$ cat src/rtl/pcs_pkg.sv
// Package: constants shared by the peripheral chip select decoder.
// Assumes regions are 256 bytes and the window holds seven of them.
package pcs_pkg;
    localparam int PCS_REGION_SHIFT = 8;
    localparam int PCS_NUM_REGIONS  = 7;
    localparam int PCS_SKIP_IDX     = 4;
    localparam int PCS_IDX_W        = $clog2(PCS_NUM_REGIONS);
    localparam int PCS_LAT_LSB      = 1;
    localparam int PCS_LAT_W        = 2;
endpackage

$ cat src/rtl/pcs_region_match.sv
// Module: pcs_region_match
// Purpose: combinational window decode. It subtracts the base from the upper
//   address bits and returns a one-hot vector of regions that are hit.
// Assumes: base is given in region units; the region at SKIP_IDX has no output.
module pcs_region_match
    import pcs_pkg::*;
#(
    parameter int ADDR_W      = 20,
    parameter int SHIFT       = PCS_REGION_SHIFT,
    parameter int NUM_REGIONS = PCS_NUM_REGIONS,
    parameter int SKIP_IDX    = PCS_SKIP_IDX
) (
    input  logic [ADDR_W-1:0]       addr_i,
    input  logic [ADDR_W-SHIFT-1:0] base_i,
    output logic [NUM_REGIONS-1:0]  hit_o
);
    localparam int HI_W  = ADDR_W - SHIFT;
    localparam int IDX_W = $clog2(NUM_REGIONS);

    logic [HI_W:0]      diff;
    logic               in_window;
    logic [IDX_W-1:0]   idx;

    // Purpose: offset from the base, with a borrow bit that flags addresses below the base.
    always_comb begin
        diff      = {1'b0, addr_i[ADDR_W-1:SHIFT]} - {1'b0, base_i};
        in_window = !diff[HI_W] && (diff[HI_W-1:0] < HI_W'(NUM_REGIONS));
        idx       = diff[IDX_W-1:0];
    end

    // One hit line per region; the skipped index is tied low.
    for (genvar k = 0; k < NUM_REGIONS; k++) begin : g_hit
        if (k == SKIP_IDX) begin : g_skip
            assign hit_o[k] = 1'b0;
        end else begin : g_live
            assign hit_o[k] = in_window && (idx == IDX_W'(k));
        end
    end
endmodule

$ cat src/rtl/pcs_sel_reg.sv
// Module: pcs_sel_reg
// Purpose: holds the active region selects for the current bus cycle.
//   The decode is loaded at the address phase and cleared at cycle end,
//   on bus hold and on reset.
// Assumes: hit_i is one-hot or zero; the strobe and the cycle end are synchronous to clk.
module pcs_sel_reg #(
    parameter int NUM_REGIONS = 7
) (
    input  logic                   clk,
    input  logic                   rst_n,
    input  logic [NUM_REGIONS-1:0] hit_i,
    input  logic                   ale_i,
    input  logic                   cyc_done_i,
    input  logic                   hold_i,
    input  logic                   io_cycle_i,
    input  logic                   space_io_i,
    output logic [NUM_REGIONS-1:0] sel_o
);
    logic                   space_ok;
    logic [NUM_REGIONS-1:0] sel_q;

    // Purpose: the cycle type must match the configured space.
    always_comb space_ok = (io_cycle_i == space_io_i);

    // Purpose: load, hold or clear the select set. Priority is reset, then hold, then address phase, then cycle end.
    always_ff @(posedge clk) begin
        if (!rst_n) begin
            sel_q <= '0;
        end else if (hold_i) begin
            sel_q <= '0;
        end else if (ale_i) begin
            sel_q <= space_ok ? hit_i : '0;
        end else if (cyc_done_i) begin
            sel_q <= '0;
        end
    end

    assign sel_o = sel_q;

    // a cycle of the wrong type never selects anything
    p_space_mismatch_r2: assert property (@(posedge clk) disable iff (!rst_n)
        (ale_i && (io_cycle_i != space_io_i)) |=> (sel_q == '0));

    // a cycle end with no new address phase releases the selects
    p_done_release_r3: assert property (@(posedge clk) disable iff (!rst_n)
        (cyc_done_i && !ale_i) |=> (sel_q == '0));

    // between address phases with no cycle end or hold the selects are stable
    p_sel_steady_r3: assert property (@(posedge clk) disable iff (!rst_n)
        (!ale_i && !cyc_done_i && !hold_i) |=> $stable(sel_q));

    // an address phase loads the decode even when it meets a cycle end
    p_ale_wins_r10: assert property (@(posedge clk) disable iff (!rst_n)
        (ale_i && cyc_done_i && !hold_i && space_ok) |=> (sel_q == $past(hit_i)));
endmodule

$ cat src/rtl/pcs_addr_hold.sv
// Module: pcs_addr_hold
// Purpose: keeps a slice of the address as captured at the last address phase.
// Assumes: the address is valid on the bus while the strobe is high.
module pcs_addr_hold #(
    parameter int ADDR_W = 20,
    parameter int LSB    = 1,
    parameter int WIDTH  = 2
) (
    input  logic              clk,
    input  logic              rst_n,
    input  logic [ADDR_W-1:0] addr_i,
    input  logic              ale_i,
    input  logic              hold_i,
    output logic [WIDTH-1:0]  lat_o
);
    logic [WIDTH-1:0] lat_q;

    // Purpose: capture the slice in an address phase; keep it during hold and outside address phases.
    always_ff @(posedge clk) begin
        if (!rst_n) begin
            lat_q <= '0;
        end else if (ale_i && !hold_i) begin
            lat_q <= addr_i[LSB +: WIDTH];
        end
    end

    assign lat_o = lat_q;

    // bus hold freezes the latched bits
    p_hold_keeps_bits_r9: assert property (@(posedge clk) disable iff (!rst_n)
        hold_i |=> $stable(lat_q));

    // without an address phase the latched bits do not move
    p_idle_keeps_bits_r9: assert property (@(posedge clk) disable iff (!rst_n)
        !ale_i |=> $stable(lat_q));
endmodule

$ cat src/rtl/pcs_decoder.sv
// Module: pcs_decoder (top)
// Purpose: active-low peripheral chip selects for a window of 256-byte regions
//   above a programmable base. Two pins are shared with latched address bits.
// Assumes: the configuration inputs (base, space, extended mode) change only while no cycle is in progress.
module pcs_decoder
    import pcs_pkg::*;
#(
    parameter int ADDR_W = 20
) (
    input  logic                             clk,
    input  logic                             rst_n,
    input  logic [ADDR_W-1:0]                addr_i,
    input  logic                             io_cycle_i,
    input  logic                             ale_i,
    input  logic                             cyc_done_i,
    input  logic                             hold_i,
    input  logic [ADDR_W-PCS_REGION_SHIFT-1:0] base_i,
    input  logic                             space_io_i,
    input  logic                             ext_i,
    output logic [3:0]                       pcs_n_o,
    output logic                             pcs5_a1_o,
    output logic                             pcs6_a2_o
);
    localparam int NR = PCS_NUM_REGIONS;

    logic [NR-1:0]        hit;
    logic [NR-1:0]        sel;
    logic [PCS_LAT_W-1:0] lat;

    pcs_region_match #(
        .ADDR_W      (ADDR_W),
        .SHIFT       (PCS_REGION_SHIFT),
        .NUM_REGIONS (NR),
        .SKIP_IDX    (PCS_SKIP_IDX)
    ) u_match (
        .addr_i (addr_i),
        .base_i (base_i),
        .hit_o  (hit)
    );

    pcs_sel_reg #(
        .NUM_REGIONS (NR)
    ) u_sel (
        .clk        (clk),
        .rst_n      (rst_n),
        .hit_i      (hit),
        .ale_i      (ale_i),
        .cyc_done_i (cyc_done_i),
        .hold_i     (hold_i),
        .io_cycle_i (io_cycle_i),
        .space_io_i (space_io_i),
        .sel_o      (sel)
    );

    pcs_addr_hold #(
        .ADDR_W (ADDR_W),
        .LSB    (PCS_LAT_LSB),
        .WIDTH  (PCS_LAT_W)
    ) u_lat (
        .clk    (clk),
        .rst_n  (rst_n),
        .addr_i (addr_i),
        .ale_i  (ale_i),
        .hold_i (hold_i),
        .lat_o  (lat)
    );

    // Dedicated selects for the low regions.
    for (genvar k = 0; k < 4; k++) begin : g_low
        assign pcs_n_o[k] = ~sel[k];
    end

    // Purpose: shared pins carry the region 5/6 selects or the latched address bits.
    always_comb begin
        pcs5_a1_o = ext_i ? ~sel[5] : lat[0];
        pcs6_a2_o = ext_i ? ~sel[6] : lat[1];
    end

    // one hold edge later every dedicated select is high
    p_hold_all_high_r5: assert property (@(posedge clk) disable iff (!rst_n)
        hold_i |=> ((pcs_n_o == 4'hF) && (!ext_i || (pcs5_a1_o && pcs6_a2_o))));

    // never more than one dedicated select low at once
    p_one_select_r1: assert property (@(posedge clk) disable iff (!rst_n)
        $onehot0(~pcs_n_o));

    // in extended mode at most one select of all six is low
    p_ext_one_select_r7: assert property (@(posedge clk) disable iff (!rst_n)
        ext_i |-> $onehot0({~pcs_n_o, ~pcs5_a1_o, ~pcs6_a2_o}));
endmodule

$ cat config.mk
export PLATFORM = sky130hd
export DESIGN_NAME = pcs_decoder
export DESIGN_NICKNAME = d
export VERILOG_FILES = /design/src/rtl/pcs_pkg.sv /design/src/rtl/pcs_region_match.sv /design/src/rtl/pcs_sel_reg.sv /design/src/rtl/pcs_addr_hold.sv /design/src/rtl/pcs_decoder.sv
export SDC_FILE = /design/constraint.sdc
export NUM_CORES = 1
export LEC_CHECK = 0
export ABC_AREA = 0
export BUFFER_PORTS_ARGS = -buffer_cell sky130_fd_sc_hd__buf_4
export CORE_UTILIZATION = 50
export CTS_BUF_LIST = sky130_fd_sc_hd__clkbuf_8
export CTS_CLUSTER_DIAMETER = 40
export DETAILED_ROUTE_END_ITERATION = 10
export PLACE_DENSITY = 0.94
export SLEW_MARGIN = 5
export SYNTH_ARGS = -nofsm -noshare
export SYNTH_HDL_FRONTEND = slang
export SYNTH_SLANG_ARGS = --single-unit
export TNS_END_PERCENT = 50
$ cat constraint.sdc
create_clock -name clk -period 3.6 [get_ports clk]
set_input_delay 0.72 -clock clk [delete_from_list [all_inputs] [get_ports clk]]
set_output_delay 0.72 -clock clk [all_outputs]
set_load 0.01 [all_outputs]
---- After elaboration in Yosys (flattened, before gate mapping) ----
Cells that the tools add are included.
Widths: inputs -> output; s select.
word-level totals
  register bits ........................... 9
  latch bits .............................. 0
  memory bits (writable) .................. 0
  ROM bits ................................ 0
  input port bits ......................... 40
  output and inout port bits .............. 6
  logic and storage cells ................. 35
  memories kept ........................... 0
cells by class
  $add $sub $neg .......................... 1
  multipliers ............................. 0
  divide/modulo/power cells ............... 0
  $lt $le $gt $ge ......................... 1
  eq/ne operators ......................... 6
  shift operators ......................... 0
  mux-type cells .......................... 5
  bitwise gates (word level) .............. 7
  reductions and logical operators ........ 13
operators by type and width
  cell                 number
  $mux 7               3
  $sub 12x12->13       1
  $lt 12x3->1 const B  1
  $logic_and 1x1->1    8
  $not 1->1            7
  $eq 3x2->1 const B   2
  $eq 3x3->1 const B   2
  $eq 3x1->1 const B   1
  $logic_not 3->1      1
  $logic_not 1->1      2
  $mux 1               2
  $reduce_bool 2->1    1
  $reduce_or 2->1      1
  $eq 1x1->1           1

---- Logic depth before layout (Yosys ltp) ----
Gate-level depths: netlist of the first run.
  depth after elaboration ................. 6
  gate-level depth with buffers ........... 9
  mapped depth without buffers ............ 9

---- Hierarchy ----
Synthesis of the first run repeated with hierarchy kept, for this count alone.
unflattened totals
  cells, all modules ...................... 180
  area total of the unflattened synthesis .. 1303.8 µm²
modules (own cells, without submodules)
  module            times used  cells an instance  area each (µm²)  sequential area each (µm²)
  pcs_region_match  1           130                877.1            0.0
  pcs_sel_reg       1           33                 295.3            140.1
  pcs_addr_hold     1           9                  88.8             40.0
  pcs_decoder       1           8                  42.5             0.0

---- Worst setup path after synthesis of the first run ----
No wires, ideal clock.
  path kind ............................... input port to flip-flop
  from .................................... input addr_i[8]
  to ...................................... register u_sel.sel_q[1], in the netlist u_sel.sel_o[1]
  library setup time ...................... 70 ps
  arrival time ............................ 2739 ps
  required time ........................... 3530 ps
  path slack .............................. 791 ps
  stages .................................. 9
  path buffers ............................ 0
  cells stage by stage .................... inv_1 ha_1 fa_1 nand2b_1 a211oi_2 o211a_1 a21oi_1 or4_4 o21ai_1
on the way
  cells in the longest elaborated chain, start to end .. 6
  elaborated cells between the ends (all ways) .. 8
  classes of those cells .................. 1 x add/sub; 1 x order compare; 1 x eq/ne; 2 x mux; 3 x reduce/logical
ends and longest elaborated chain
  item                                            RTL line                text
  start: declaration                              pcs_decoder.sv:12       input logic [ADDR_W-1:0] addr_i,
  $sub 12x12->13 (*)                              pcs_region_match.sv:26  diff = {1'b0, addr_i[ADDR_W-1:SHIFT]} - {1'b0, base_i};
  $lt 12x3->1 or $logic_not 1->1 (tied branches)  pcs_region_match.sv:27  in_window = !diff[HI_W] && (diff[HI_W-1:0] < HI_W'(NUM_REGIONS));
  $logic_and 1x1->1                               pcs_region_match.sv:27
  $logic_and 1x1->1 (*)                           pcs_region_match.sv:36  assign hit_o[k] = in_window && (idx == IDX_W'(k));
  $mux 7 (*)                                      pcs_sel_reg.sv:32       sel_q <= space_ok ? hit_i : '0;
  $mux 7 (*)                                      pcs_sel_reg.sv:31       end else if (ale_i) begin
  end signal: assignment                          pcs_sel_reg.sv:32
  end: declaration                                pcs_sel_reg.sv:20       logic [NUM_REGIONS-1:0] sel_q;
Every way passes the cells marked *; elsewhere a longest branch is shown, timed or not.
A chain may end at the register's enable or synchronous reset.

---- Final worst setup path of the first run ----
  from .................................... input addr_i[8]
  to ...................................... register u_sel.sel_q[0], in the netlist u_sel.sel_o[0]
The elaborated chain is that of the path after synthesis.

==> metrics.yaml, run 1 <==
outcome: "finished, final reports clean"
num_io_pins: 46
cp.required_ps: 3760
fp-row-count: 16
synth_compound_area_frac: 0.288
maxSlewHeadroom: 0.354
start_util: 0.543
yosys_register_bits: 8
vias_per_cell: 5.85
yosys_warnings: 0
rsz0062_at_grt: "false"
gr-total-overflow: 0
cp-end-kind: "flip-flop"
stdcell_area_um2: 1460
cts_buffer_depth: 2
preCtsSetupSlack_ps: 537
reg2reg_slack_ps: 2890
path_max_fanout: 6
met2_usage: 0.491
fin_crit_ps: 2870
cts_buffers: 3
grtUsageMet1: 0.297
clock_sinks: 8
min_path_type: "reg -> reg"
ys_types: 44
p_total_uw: 375
syn_nets: 205
drive_gt1_frac: 0.244
die_h_um: 48.9
critPathLaunchType: "input pin"
fin_nets: 248
timing.final.ws_setup_ps: 729
holdPathEnd: "u_sel.sel_o[1]"
dieArea_um2: 2390
grt_pass1_vias: 1227
busiest_layer: "met2"
multi_input_area_um2: 843
r2r_start: "u_lat.lat_o[0]"
clock.fmax_ghz: 0.348
stdcell_count: 220
vias: 1287
finalSetupViolations: 0
p_per_area_nw_per_um2: 257
grt_pass1_wl_um: 5020
drt-total-wl_um: 2930
h-tree-depth: 1
finClkSkew_ps: 0
hold_path_startpoint: "u_sel.sel_o[1]"
regArea_um2: 160
worstSetupPathType: "in -> reg"
synthAdderAreaFrac: 0.155
cts_setup_buffers: 0
worstPathArrival_ps: 3030
cts_tree: "done"
clkSlewWorstSetupHoldPaths_ps: 40
synthSimpleGateAreaFrac: 0.265
muxShareOfSynthArea: 0.0273
placedCellCount: 217
antennaDiodeCount: 0
drv_slew: 0
clock-root-buffer: "clkbuf_8"
synth_xor_xnor_area_share: 0.0319
rr_endpoint: "u_lat.lat_o[0]"
ant_nets: 0
max_cap_violations: 0
fill_cells: 163
avgSynthCellArea_um2: 7.23
dp_hpwl_um: 2390
syn_to_final_growth_pct: 33.0
firstDrtPassIters: 4
tightest_slew_ps: 955
coreArea_um2: 2020
netlist_area_um2: 1100
drt_iter0_drc: 29
syn_inst: 152
clk-insertion-delay-late_ps: 230
antenna_found_initial: 0
die_x_um: 48.9
gr-usage-met3: 0.0436
post-route-period-util: 0.798
reg2regPathDepth: 4
grt_max_degree: 13
io_buffers: 39
holdPathStages: 2
setup_tns_ps: 0
grt_usage: 0.262
max-vdd-ir-drop_v: 0.000163
layout_common_cells: "40 x buf_4, 21 x inv_1, 14 x a21oi_1, 13 x nand2_1, 12 x ha_1"
placed_cell_area_um2: 1420
final_hold_viol_count: 0
ys_seq_area_frac: 0.146
synth_top_family_by_area: "compound AO/OA/AOI/OAI gates"
ctsHoldBuffers: 0
wire_per_inst_um: 13.3
mostFrequentLayoutCell: "buf_4"
ctsResizeCount: 0
drc_errors: 0
gp_congestion: 0.831
p_leak_nw: 0.663
sequential cells by signal, indices dropped and copies added (netlist names):
| name | cells |
|---|---|
| u_lat.lat_o | 2 |
| u_sel.sel_o | 6 |
critical path, cell delays in order:
cell and delay, ps:
buf_4 80, inv_1 30, ha_1 230, fa_1 450, xor2_1 310, o32ai_1 150, nor4_1 300, nand4_1 140
or4_4 470, o21ai_1 160
report_power, final:
group	total [mW]	switching, mW	leakage, nW	internal (mW)
clock network	0.106	0.0336	0.0216	0.0723
registers	0.0907	0.000578	0.0647	0.0901
logic	0.178	0.0946	0.577	0.0838
metrics by stage:
step	hold slack, ps	util
floorplan	426	-
global placement	439	0.702
detailed placement	449	0.702
CTS	454	0.723
global route	482	0.723
finish	447	0.723
how the worst max path moves through the flow:
stage / from / end / slack (ps) / depth (start not counted)
after floorplan: addr_i[8] / u_sel.sel_o[1] / 790 / 9
after global placement: addr_i[8] / u_sel.sel_o[2] / 580 / 10
after detailed placement: addr_i[8] / u_sel.sel_o[0] / 540 / 10
after CTS: addr_i[8] / u_sel.sel_o[0] / 760 / 10
after global routing: addr_i[8] / u_sel.sel_o[2] / 540 / 10
final: addr_i[8] / u_sel.sel_o[0] / 730 / 10
logic make-up (layout without fill, tap and decap cells):
group,count (synthesis),after routing
AOI/OAI and AO/OA,47,47
DFF,8,8
adders and majority gates,13,13
buffers and inverters,24,65
muxes,3,3
xor gates and xnor gates,4,4
and+or+nand+nor,53,53
cell usage after synthesis:
cell,instances,area [um2]
and4b_1,1,10.0
a311o_1,1,10.0
o21ai_0,4,20.0
ha_1,12,150
inv_2,1,3.75
nor2b_1,6,37.5
a21o_1,1,7.51
nand4_1,1,6.26
nor4b_1,2,17.5
or4_4,1,11.3
xor2_1,2,17.5
nor2_1,9,33.8
inv_1,21,78.8
o211a_1,1,10.0
or3b_1,1,8.76
o32ai_1,1,8.76
fa_1,1,20.0
a21oi_1,14,70.1
nor4_1,2,12.5
nand3b_1,1,7.51
nor3b_1,3,22.5
and2_1,1,6.26
a31oi_1,2,12.5
xnor2_1,2,17.5
a2bb2oi_1,1,8.76
buf_2,1,5.00
a211oi_1,1,7.51
nor3_1,4,20.0
o2111ai_1,7,61.3
o211ai_1,3,22.5
buf_4,1,7.51
o21ai_1,6,30.0
a21boi_0,1,7.51
nand2_1,13,48.8
nand3_1,2,10.0
or3_1,1,6.26
dfxtp_1,8,160
o311a_1,1,10.0
a211oi_2,1,12.5
a21boi_1,1,7.51
nand2b_1,4,25.0
and3_2,1,7.51
mux2i_1,3,30.0
a2111oi_1,1,10.0
cell type report:
class                           count  share of cell area
Timing Repair Buffer               40               0.205
Multi-Input combinational cell    120               0.577
Clock buffer                        3              0.0283
Inverter                           22              0.0565
Sequential cell                     8               0.110
Tap cell                           27              0.0231
per-layer routing:
metal	up-vias	share of wire
li1	642	-
met1	581	0.42
met2	58	0.50
met3	6	0.064
met4	0	0.016
met5	-	0
No activity file was read; power rests on OpenSTA's default activity.
==> run 2: changes to the inputs <==
==> constraint.sdc (replaced) <==
create_clock -name clk -period 2.78 [get_ports clk]
set_input_delay 0.556 -clock clk [delete_from_list [all_inputs] [get_ports clk]]
set_output_delay 0.556 -clock clk [all_outputs]
set_load 0.01 [all_outputs]
==> run 2 against run 1 <==
Core utilization grew 2.2 points; worst setup slack lost 490 ps; register-to-register slack lost 820 ps; critical path depth is the same; sequential share of layout area shrank 0.33 points; sequential cell count is the same; total power grew 35%; design area grew 3.1%; via count grew 3.3%; first-iteration DRC count grew 66%; critical endpoint is now u_sel.sel_o[5].
==> metrics.yaml, run 2 (same netlist as run 1, synthesis figures left out) <==
wire_per_inst_um: 14.0
stdcell_count: 226
num_io_pins: 46
antennaDiodeCount: 0
finalSetupViolations: 0
cts_buffers: 3
dp_hpwl_um: 2560
ctsResizeCount: 0
final_hold_viol_count: 0
fin_nets: 254
vias: 1330
clock_sinks: 8
grt_pass1_wl_um: 5330
cts_setup_buffers: 0
min_path_type: "reg -> reg"
drc_errors: 0
worstPathArrival_ps: 2710
cp.required_ps: 2950
largest_reg_flops: 6
vias_per_cell: 5.88
fill_cells: 161
tightest_slew_ps: 932
ctsHoldBuffers: 0
fp-row-count: 16
placedCellCount: 223
clk-insertion-delay-late_ps: 240
finClkSkew_ps: 0
antenna_found_initial: 0
clock-root-buffer: "clkbuf_8"
grt_pass1_vias: 1266
clkSlewWorstSetupHoldPaths_ps: 40
coreArea_um2: 2020
cts_tree: "done"
drive_gt1_frac: 0.266
worstSetupPathType: "in -> reg"
path_max_fanout: 6
start_util: 0.543
rsz0062_at_grt: "false"
mostFrequentLayoutCell: "buf_4"
clock.fmax_ghz: 0.394
layout_common_cells: "46 x buf_4, 21 x inv_1, 14 x a21oi_1, 13 x nand2_1, 12 x ha_1"
drt_iter0_drc: 48
max-vdd-ir-drop_v: 0.000233
timing.final.ws_setup_ps: 241
critPathLaunchType: "input pin"
stdcell_area_um2: 1510
fin_crit_ps: 2540
preCtsSetupSlack_ps: -9.72
cp-end-kind: "flip-flop"
p_leak_nw: 0.694
outcome: "finished, final reports clean"
final_core_util: 0.745
io_buffers: 39
syn_to_final_growth_pct: 37.1
p_per_area_nw_per_um2: 335
die_h_um: 48.9
gr-total-overflow: 0
drv_slew: 0
max_cap_violations: 0
placed_cell_area_um2: 1470
maxSlewHeadroom: 0.370
grt_usage: 0.279
gp_congestion: 0.844
hold_ws_ps: 442
grt_max_degree: 13
firstDrtPassIters: 4
h-tree-depth: 1
drt-total-wl_um: 3170
post-route-period-util: 0.913
cts_buffer_depth: 2
die_x_um: 48.9
p_total_uw: 505
dieArea_um2: 2390
ant_nets: 0
setup_tns_ps: 0
==> run 2: cell count changes in the layout (fill, tap and decap cells not counted) <==
cell   previous run  this run
buf_4            40        46
==> run 2: cell type report <==
type / count / area (um2) / area share
inverter: 22 / 82.6 / 0.0548
tap: 27 / 33.8 / 0.0224
sequential: 8 / 160 / 0.106
timing repair buffer: 46 / 345 / 0.229
multi-input combinational: 120 / 843 / 0.560
clock buffer: 3 / 41.3 / 0.0274
==> run 2: worst paths after layout <==
check | end | startpoint | slack (ps) | depth (start not counted)
worst max-delay path | u_sel.sel_o[5] | addr_i[8] | 240 | 10
worst min-delay path | u_sel.sel_o[3] | u_sel.sel_o[3] | 440 | 2
worst max register to register | u_lat.lat_o[0] | u_lat.lat_o[0] | 2070 | 4
worst min register to register | u_sel.sel_o[3] | u_sel.sel_o[3] | 440 | 2
==> run 2: critical path, stage by stage <==
cell and delay [ps]:
buf_4 70, inv_1 30, ha_1 210, fa_1 430, nand2b_1 220, a211oi_2 240
o211a_1 190, a21oi_1 40, or4_4 580, o21ai_1 150
==> run 2: report_power, final <==
part	internal, mW	switching (mW)	leakage (nW)
combinational	0.117	0.128	0.607
sequential	0.117	0.000756	0.0647
clock	0.0940	0.0483	0.0216
total	0.328	0.177	0.694
==> run 2: routing by layer <==
metal / up-vias / GRT usage / wire [um]
li1: 652 / - / -
met1: 594 / 0.314 / 1310
met2: 76 / 0.521 / 1570
met3: 8 / 0.0467 / 231
met4: 0 / 0.0980 / 55
met5: - / 0 / 0
==> run 3: changes to the inputs <==
--- a/config.mk
+++ b/config.mk
@@ -12,6 +12,7 @@
 export CTS_CLUSTER_DIAMETER = 40
 export DETAILED_ROUTE_END_ITERATION = 10
 export PLACE_DENSITY = 0.94
+export RECOVER_POWER = 100
 export SLEW_MARGIN = 5
 export SYNTH_ARGS = -nofsm -noshare
 export SYNTH_HDL_FRONTEND = slang
==> run 3 against run 2 <==
Worst setup slack got worse by 17 ps; core utilization fell by 1.5 points; register-to-register slack barely moved; die area did not move; design area fell by 2.0%; non-clock buffer count did not move; wire length rose by 0.98%; global-route usage did not move; clock skew did not move; hold slack barely moved; highest routed layer unchanged.
==> metrics.yaml, run 3 (same netlist as run 1, synthesis figures left out) <==
outcome: "finished, final reports clean"
drt-total-wl_um: 3200
p_total_uw: 503
fin_nets: 254
slowest_delay_ps: 560
mostFrequentLayoutCell: "buf_4"
worstSetupPathType: "in -> reg"
clock_sinks: 8
cts_tree: "done"
busiest_layer: "met2"
final_core_util: 0.730
gr-usage-met3: 0.0467
grt_pass1_wl_um: 5330
finClkSkew_ps: 0
firstDrtPassIters: 4
die_h_um: 48.9
met2_usage: 0.521
clock-root-buffer: "clkbuf_8"
cpLargestDelayFamily: "simple AND/OR/NAND/NOR gates"
multi_input_area_um2: 843
finalSetupViolations: 0
clock.fmax_ghz: 0.391
drive_gt1_frac: 0.226
rsz0062_at_grt: "false"
fin_crit_ps: 2560
vias_per_cell: 5.91
clk-insertion-delay-late_ps: 240
max-vdd-ir-drop_v: 0.000230
rr_endpoint: "u_lat.lat_o[0]"
stdcell_count: 226
ctsHoldBuffers: 0
min_path_type: "reg -> reg"
cts_buffers: 3
preCtsSetupSlack_ps: -9.72
dp_hpwl_um: 2560
post-route-period-util: 0.919
max_cap_violations: 0
io_buffers: 39
cts_buffer_depth: 2
antenna_found_initial: 0
grtUsageMet1: 0.314
worstPathArrival_ps: 2710
grt_pass1_vias: 1266
wire_per_inst_um: 14.2
hold_path_startpoint: "u_sel.sel_o[3]"
gr-total-overflow: 0
gp_congestion: 0.844
reg2reg_slack_ps: 2070
final_hold_viol_count: 0
syn_to_final_growth_pct: 34.4
reg2regPathDepth: 4
grt_usage: 0.279
placedCellCount: 223
holdPathEnd: "u_sel.sel_o[3]"
ctsResizeCount: 0
dieArea_um2: 2390
h-tree-depth: 1
fp-row-count: 16
p_per_area_nw_per_um2: 340
die_x_um: 48.9
cts_setup_buffers: 0
vias: 1336
num_io_pins: 46
maxSlewHeadroom: 0.357
timing.final.ws_setup_ps: 225
cp.required_ps: 2940
cp-end-kind: "flip-flop"
largest_reg_flops: 6
drt_iter0_drc: 51
hold_ws_ps: 442
p_leak_nw: 0.668
path_max_fanout: 6
grt_max_degree: 13
coreArea_um2: 2020
ant_nets: 0
r2r_start: "u_lat.lat_o[0]"
clkSlewWorstSetupHoldPaths_ps: 40
cp.buffers_inverters: 2
antennaDiodeCount: 0
regArea_um2: 160
crit_path_top_delay_cell: "or4_4"
critPathLaunchType: "input pin"
fill_cells: 174
drc_errors: 0
layout_common_cells: "38 x buf_4, 21 x inv_1, 14 x a21oi_1, 13 x nand2_1, 12 x ha_1"
holdPathStages: 2
start_util: 0.543
tightest_slew_ps: 951
crit_chain: "buf_4 -> inv_1 -> ha_1 -> fa_1 -> nand2b_1 -> a21oi_1 -> a21boi_0 -> xnor2_1 -> or4_4 -> o21ai_0"
drv_slew: 0
-- run 3: changes by cell type in the layout (fill, tap and decap cells not counted), sizes merged --
cell / before / now
buf: 46 / 38
clkbuf: 3 / 11
-- run 3: layout make-up --
class                      instances  share of cell area
multi-input combinational        120               0.571
timing repair buffer              46               0.214
sequential                         8               0.108
inverter                          22              0.0559
clock buffer                       3              0.0280
tap                               27              0.0229
-- run 3: through the flow --
step                      cell area [um2]  TNS (ps)
after floorplan                      1100         0
after global placement               1470         0
after detailed placement             1470     -18.2
after CTS                            1510         0
after global routing                 1480         0
final                                1480         0
-- run 3: worst max-delay path by stage --
stage                    from             end  slack [ps]  cells after the start
finish              addr_i[8]  u_sel.sel_o[0]         220                     10
global route        addr_i[8]  u_sel.sel_o[0]          10                     10
CTS                 addr_i[8]  u_sel.sel_o[5]         230                     10
detailed placement  addr_i[8]  u_sel.sel_o[5]         -10                     10
global placement    addr_i[8]  u_sel.sel_o[3]          40                     10
floorplan           addr_i[8]  u_sel.sel_o[1]         140                      9
-- run 3: routing by layer --
metal  share of wire  up-vias
li1                -      652
met1            0.42      590
met2            0.49       79
met3           0.075       15
met4           0.022        0
met5               0        -
-- run 3: report_power, final --
group	internal, mW	switching (mW)	total [mW]
registers	0.117	0.000810	0.117
logic	0.115	0.129	0.243
clock network	0.0939	0.0479	0.142
total	0.325	0.177	0.503
-- run 3: worst min-delay path, cell delays in order (launching register included) --
cell and delay, ps:
dfxtp_1 300, nand2_1 50, o21ai_1 50
